==> config.mk <==
export PLATFORM = sky130hd
export DESIGN_NAME = burst_addr_gen
export DESIGN_NICKNAME = d
export VERILOG_FILES = /design/src/rtl/burst_pkg.sv /design/src/rtl/burst_ctrl.sv /design/src/rtl/burst_seq.sv /design/src/rtl/burst_addr_gen.sv
export SDC_FILE = /design/constraint.sdc
export NUM_CORES = 1
export LEC_CHECK = 0
export BUFFER_PORTS_ARGS = -buffer_cell sky130_fd_sc_hd__buf_2
export CAP_MARGIN = 20
export CORE_ASPECT_RATIO = 2
export CORE_UTILIZATION = 31
export DETAILED_ROUTE_END_ITERATION = 6
export PLACE_DENSITY_LB_ADDON = 0.12
export SYNTH_ARGS = -nofsm -noshare
export SYNTH_HDL_FRONTEND = slang
export SYNTH_SLANG_ARGS = --single-unit
==> constraint.sdc <==
create_clock -name clk_i -period 1.09 [get_ports clk_i]
set_input_delay 0.1635 -clock clk_i [delete_from_list [all_inputs] [get_ports clk_i]]
set_output_delay 0.1635 -clock clk_i [all_outputs]
set_load 0.01 [all_outputs]
==> src/rtl/burst_pkg.sv <==
package burst_pkg;

    typedef enum logic {
        ORDER_LINEAR = 1'b0,
        ORDER_XOR    = 1'b1
    } order_e;

endpackage

==> src/rtl/burst_ctrl.sv <==
module burst_ctrl #(
    parameter int ADDR_W = 20,
    parameter int BEAT_W = 2
) (
    input  logic              clk_i,
    input  logic              rst_ni,
    input  logic              adv_i,
    input  logic [ADDR_W-1:0] addr_i,
    output logic [ADDR_W-1:0] base_o,
    output logic [BEAT_W-1:0] cnt_o
);

    typedef struct packed {
        logic [ADDR_W-1:0] base;
        logic [BEAT_W-1:0] cnt;
    } state_t;

    localparam logic [BEAT_W-1:0] CNT_ONE = BEAT_W'(1);

    state_t st_d, st_q;

    always_comb begin
        st_d = st_q;
        if (!adv_i) begin
            st_d.base = addr_i;
            st_d.cnt  = '0;
        end else begin
            st_d.cnt  = st_q.cnt + CNT_ONE;
        end
    end

    always_ff @(posedge clk_i or negedge rst_ni) begin
        if (!rst_ni) begin
            st_q <= '0;
        end else begin
            st_q <= st_d;
        end
    end

    assign base_o = st_q.base;
    assign cnt_o  = st_q.cnt;

endmodule

==> src/rtl/burst_seq.sv <==
module burst_seq
    import burst_pkg::*;
#(
    parameter int ADDR_W = 20,
    parameter int BEAT_W = 2
) (
    input  logic [ADDR_W-1:0] base_i,
    input  logic [BEAT_W-1:0] cnt_i,
    input  order_e            order_i,
    output logic [ADDR_W-1:0] addr_o
);

    logic [BEAT_W-1:0] lin_low;
    logic [BEAT_W-1:0] xor_low;
    logic [BEAT_W-1:0] low_d;

    // each low bit of the interleaved address is its own XOR
    for (genvar i = 0; i < BEAT_W; i++) begin : g_xor
        assign xor_low[i] = base_i[i] ^ cnt_i[i];
    end

    // the sum is truncated to BEAT_W bits, so the low bits wrap without a carry out
    assign lin_low = base_i[BEAT_W-1:0] + cnt_i;

    always_comb begin
        unique case (order_i)
            ORDER_XOR: low_d = xor_low;
            default:   low_d = lin_low;
        endcase
    end

    assign addr_o = {base_i[ADDR_W-1:BEAT_W], low_d};

endmodule

==> src/rtl/burst_addr_gen.sv <==
module burst_addr_gen
    import burst_pkg::*;
#(
    parameter int ADDR_W = 20,
    parameter int BEAT_W = 2
) (
    input  logic              clk_i,
    input  logic              rst_ni,
    input  logic              adv_i,
    input  logic [ADDR_W-1:0] addr_i,
    input  logic              ilv_i,
    output logic [ADDR_W-1:0] addr_o,
    output logic [BEAT_W-1:0] beat_o
);

    logic [ADDR_W-1:0] base_q;
    logic [BEAT_W-1:0] cnt_q;
    order_e            order;

    assign order = ilv_i ? ORDER_XOR : ORDER_LINEAR;

    burst_ctrl #(.ADDR_W(ADDR_W), .BEAT_W(BEAT_W)) u_ctrl (
        .clk_i  (clk_i),
        .rst_ni (rst_ni),
        .adv_i  (adv_i),
        .addr_i (addr_i),
        .base_o (base_q),
        .cnt_o  (cnt_q)
    );

    burst_seq #(.ADDR_W(ADDR_W), .BEAT_W(BEAT_W)) u_seq (
        .base_i  (base_q),
        .cnt_i   (cnt_q),
        .order_i (order),
        .addr_o  (addr_o)
    );

    assign beat_o = cnt_q;

endmodule

==> impl_metrics.toml, run 1 <==
[timing]
setup_violations = 2
period_minus_slack_ns = 1.35
worstMarginPinSlew_ns = 0.508
finClkSkew_ns = 0.000110
hold_violations = 0
slew_violations = 0
setup_ws_ns = -0.261
relSlewSlack_pct = 66.2
min_period_over_period_pct = 124
rsz0062_at_grt = "yes"
max_freq_mhz = 740

[critical_path]
slowest_delay_ns = 0.38
worstSetupPathType = "reg2out"
crit_chain = "ha_2, nor2b_4, xnor2_2, buf_2"
reg2reg_slack_ns = 0.17
crit_path_end_kind = "output port"
r2r_cells = 3
r2r_end = "u_ctrl.cnt_o[1]"
r2r-start = "u_ctrl.cnt_o[0]"
timing.critical_path.from = "u_ctrl.base_o[0]"
path_max_fanout = 2
cp_slowest_cell = "dfrtp_1"
worstPathArrival_ns = 1.19
cp.required_ns = 0.93
cp-start-kind = "flip-flop"

[placement]
dp_cells = 126
place_congestion = 0.603
port_buffers = 45
place_ws_ns = -0.00449
dpl_cell_area_um2 = 1140

[min_path]
whs_endpoint = "u_ctrl.base_o[16]"
hold_class = "in2reg"
hp-start = "addr_i[16]"
whs_path_depth = 2

[routing]
drtAntennaViolNets = 0
wl_um = 1650
wl_per_cell_um = 12.6
vias = 588
first_pass_iters = 2
viasPerCell = 4.49
drtIter0Drc = 6
drc = 0

[power_and_ir_drop]
power_leakage_nw = 0.603
total_power_mw = 1.87
p_per_area_nw_per_um2 = 1530
ir_worst_vdd_mv = 0.745

[cells_and_area]
final_area_um2 = 1230
instances_no_fill = 131
fin_util_pct = 40.7
insertedDiodeCount = 0
nFillCells = 297
nets = 127
drive_gt1_share_pct = 74.3
syn_to_final_growth_pct = 23.7

[global_route]
grt_pass1_vias = 598
grt-ovfl-total = 0
track_usage_pct = 10.2
grt_pass1_wl_um = 2600
grt_max_degree = 23
antenna_found_initial = 0

[synth]
synth_nets = 94
yosys_warnings = 0
netlist_instances = 69
syn_area_um2 = 991
yosysSeqAreaShare_pct = 55.6
avgSynthCellArea_um2 = 14.4
synth_cell_types = 9
synth_seq_cells = 22

[status]
violations = "negative setup slack"
status = "complete, but fails checks"

[die]
dieHeight_um = 82.0
pin_count = 46
start_util_pct = 32.9
core-area_um2 = 3010
die-width_um = 42.0
std_cell_rows = 28
dieArea_um2 = 3440

[cts]
cts_tree = "done"
cts_root_buf = "clkbuf_8"
clk_latency_ns = 0.26
clkSinkCount = 22
cts_buffer_depth = 2
htreeDepth = 1
cts_buffers = 3
path_clk_slew_ns = 0.08

[flow_run]
maxCapViolations = 0
[worst max-delay path by stage]
| stage | to | slack, ns | cells past startpoint |
|---|---|---|---|
| 5_1_grt | addr_o[1] | -0.31 | 4 |
| 2_1_floorplan | addr_o[1] | 0.01 | 3 |
| 3_3_place_gp | addr_o[1] | 0.02 | 4 |
| 4_1_cts | addr_o[1] | -0.28 | 4 |
| 6_report | addr_o[1] | -0.26 | 4 |
| 3_5_place_dp | addr_o[1] | -0.004 | 4 |
[cell type report]
| type | count | area, um^2 | share of cell area, % |
|---|---|---|---|
| Clock buffer | 4 | 55.1 | 4.49 |
| Multi-Input combinational cell | 27 | 308 | 25.1 |
| Sequential cell | 22 | 551 | 44.9 |
| Tap cell | 30 | 37.5 | 3.06 |
| Timing Repair Buffer | 48 | 275 | 22.4 |
[report_power, final]
part           internal (mW)  leakage, nW  switching, mW
sequential             0.896        0.259         0.0400
combinational          0.207        0.315          0.153
clock                  0.322       0.0288          0.257
total                   1.42        0.603          0.450
[cell usage in the layout (no fill, tap or decap)]
| cell | n |
|---|---|
| nor2b_4 | 1 |
| dlygate4sd3_1 | 1 |
| dfrtp_1 | 22 |
| and2_1 | 1 |
| buf_4 | 1 |
| buf_2 | 43 |
| mux2_2 | 20 |
| ha_2 | 1 |
| clkbuf_8 | 4 |
| buf_6 | 2 |
| xor2_1 | 1 |
| nor2b_1 | 1 |
| buf_12 | 1 |
| xnor2_2 | 2 |
[cell usage after synthesis]
library cell | number | area (um^2)
nor2b_1 | 2 | 12.5
buf_6 | 2 | 22.5
mux2_2 | 20 | 225
and2_1 | 1 | 6.26
buf_4 | 18 | 135
xor2_1 | 1 | 8.76
ha_1 | 1 | 12.5
dfrtp_1 | 22 | 551
xnor2_1 | 2 | 17.5
[flip-flops by register name, indices dropped and copies added, names as in the netlist]
signal	flops
u_ctrl.cnt_o	2
u_ctrl.base_o	20
[metrics by stage]
stage                     TNS (ns)  hold WS, ns
after floorplan                  0       -0.132
after global placement           0        0.154
after detailed placement  -0.00449        0.169
after CTS                   -0.432        0.115
after global routing        -0.518        0.117
final                       -0.399        0.127
[routing by layer]
| layer | GRT usage [%] | routed length, um | up-vias |
|---|---|---|---|
| li1 | - | - | 274 |
| met1 | 9.46 | 605 | 285 |
| met2 | 19.7 | 927 | 27 |
| met3 | 1.54 | 100 | 2 |
| met4 | 6.77 | 21 | 0 |
| met5 | 0 | 0 | - |
[critical path: cells and delay by family (launching register included)]
family | cells | cell delay [ns]
xor gates and xnor gates | 1 | 0.11
and+or+nand+nor | 1 | 0.13
buffers and inverters | 1 | 0.14
DFF | 1 | 0.38
adders and majority gates | 1 | 0.17
[timing repair]
action                     CTS  global route
resized for setup            3             0
setup buffers                1             1
pin swaps                    2             1
setup endpoints to repair    3             3
hold buffers                 1             0
hold endpoints to repair    22             0
[kinds of logic (layout without fill, tap and decap cells)]
kind of cell,after synthesis,in the layout,share of synthesized area [%]
xor+xnor,3,3,2.65
simple gates,3,3,1.89
mux,20,20,22.7
flops,22,22,55.6
buf+inv,20,52,15.9
fa+ha+maj,1,1,1.26
Note: power is estimated with default switching activity, not from simulation.
==> run 2, diff against run 1 <==
--- a/config.mk
+++ b/config.mk
@@ -11,6 +11,7 @@
 export CORE_UTILIZATION = 31
 export DETAILED_ROUTE_END_ITERATION = 6
 export PLACE_DENSITY_LB_ADDON = 0.12
+export SETUP_SLACK_MARGIN = 0.4
 export SYNTH_ARGS = -nofsm -noshare
 export SYNTH_HDL_FRONTEND = slang
 export SYNTH_SLANG_ARGS = --single-unit
==> run 2 against run 1 <==
Final cell count is 11% higher. The run ends with negative hold slack, negative setup slack left. Critical path depth stayed put. Sequential power is 1% higher. Largest power group unchanged. Maximum frequency is 1.3% lower. Highest routed layer unchanged. Flip-flop and latch count stayed put. Via count is 8.7% higher.
==> impl_metrics.toml, run 2 (synthesized netlist as in run 1, its figures left out) <==
[die]
start_util_pct = 32.9
dieArea_um2 = 3440
dieHeight_um = 82.0
pin_count = 46
core-area_um2 = 3010
std_cell_rows = 28
die-width_um = 42.0

[timing]
max_freq_mhz = 730
rsz0062_at_grt = "yes"
finClkSkew_ns = 0.000127
hold_violations = 22
min_period_over_period_pct = 126
setup_violations = 4
period_minus_slack_ns = 1.37
slew_violations = 0
relSlewSlack_pct = 67.2
whs_ns = -0.136
setup_ws_ns = -0.280
worstMarginPinSlew_ns = 0.492

[cts]
cts_buffers = 3
htreeDepth = 1
clkSinkCount = 22
cts_buffer_depth = 2
cts_tree = "done"
path_clk_slew_ns = 0.07
clk_latency_ns = 0.25
cts_root_buf = "clkbuf_8"

[power_and_ir_drop]
p_per_area_nw_per_um2 = 1360
ir_worst_vdd_mv = 0.655
power_leakage_nw = 0.769

[placement]
dpl_cell_area_um2 = 1230
port_buffers = 45
place_ws_ns = -0.00800
place_congestion = 0.645
dpl.hpwl_um = 1220

[routing]
drtAntennaViolNets = 0
drtIter0Drc = 1
viasPerCell = 4.38
wl_um = 1880
drc = 0
wl_per_cell_um = 12.9
first_pass_iters = 3
vias = 639

[global_route]
track_usage_pct = 10.4
grt_max_degree = 23
antenna_found_initial = 0
grt_pass1_vias = 613
grt_pass1_wl_um = 2730
grt-ovfl-total = 0

[min_path]
hold_class = "in2async"

[flow_run]
maxCapViolations = 0

[cells_and_area]
layout_commonest_cell = "buf_2"
drive_gt1_share_pct = 78.4
mostFrequentLayoutCells = "buf_2, dfrtp_1, mux2_4"
syn_to_final_growth_pct = 46.8
largest_reg_flops = 20
final_area_um2 = 1460
insertedDiodeCount = 0
nets = 142

[critical_path]
path_max_fanout = 2
cp-start-kind = "flip-flop"
r2r_cells = 5
reg2reg_slack_ns = -0.07
slowest_delay_ns = 0.43
cp_slowest_cell = "dfrtp_2"
r2r_end = "u_ctrl.cnt_o[1]"
crit_chain = "ha_4, nor2b_4, xnor2_2, buf_2"
worstSetupPathType = "reg2out"
cpLargestDelayFamily = "flip-flops"
worstPathArrival_ns = 1.21
critical_path_buf_inv_count = 1
crit_path_end_kind = "output port"
cp.required_ns = 0.93
r2r-start = "u_ctrl.cnt_o[0]"

[status]
status = "complete, but fails checks"
violations = "negative hold slack, negative setup slack"
[run 2: timing repair]
action	in CTS	in global routing
gates cloned	0	0
hold endpoints to repair	22	22
resized for setup	7	6
pin swaps	2	1
buffers inserted	6	9
setup endpoints to repair	44	44
[run 2: final cells by class]
class	instances	area, um^2
fill	302	1560
sequential	22	552
timing repair buffer	63	428
multi-input combinational	27	393
clock buffer	4	45.0
tap	30	37.5
[run 2: per-layer routing]
metal / share of wire, % / global-route usage [%]
met5: 0 / 0
met2: 54 / 18.6
met4: 1.1 / 5.81
met3: 4.9 / 1.54
met1: 40 / 11.5
[run 2: worst reg2reg max path: cells and delay by family (launching register included)]
| family | cells | cell delay [ns] |
|---|---|---|
| xor gates and xnor gates | 1 | 0.13 |
| buffers and inverters | 3 | 0.35 |
| DFF | 1 | 0.43 |
| and+or+nand+nor | 1 | 0.15 |
[run 2: worst max-delay path by stage]
stage                          start         to  slack (ns)  cells after the start
detailed placement   u_ctrl.cnt_o[0]  addr_o[1]      -0.008                      4
global route        u_ctrl.base_o[0]  addr_o[1]       -0.32                      4
CTS                  u_ctrl.cnt_o[0]  addr_o[1]       -0.29                      4
finish               u_ctrl.cnt_o[0]  addr_o[1]       -0.28                      4
global placement    u_ctrl.base_o[0]  addr_o[1]      -0.003                      4
floorplan            u_ctrl.cnt_o[0]  addr_o[1]        0.03                      3
[run 2: report_power, final]
part	switching (mW)	internal, mW	total (mW)
logic	0.185	0.345	0.530
registers	0.0505	0.897	0.948
clock network	0.237	0.260	0.497
total	0.472	1.50	1.97
[run 2: metrics by stage]
| step | std cells | TNS [ns] | util [%] | power [mW] |
|---|---|---|---|---|
| after floorplan | 69 | 0 | - | 1.29 |
| after global placement | 127 | -0.00329 | 41.0 | 1.36 |
| after detailed placement | 127 | -0.00800 | 41.0 | 1.37 |
| after CTS | 137 | -0.531 | 45.1 | 1.94 |
| after global routing | 146 | -0.822 | 48.3 | 2.08 |
| final | 146 | -0.682 | 48.3 | 1.97 |
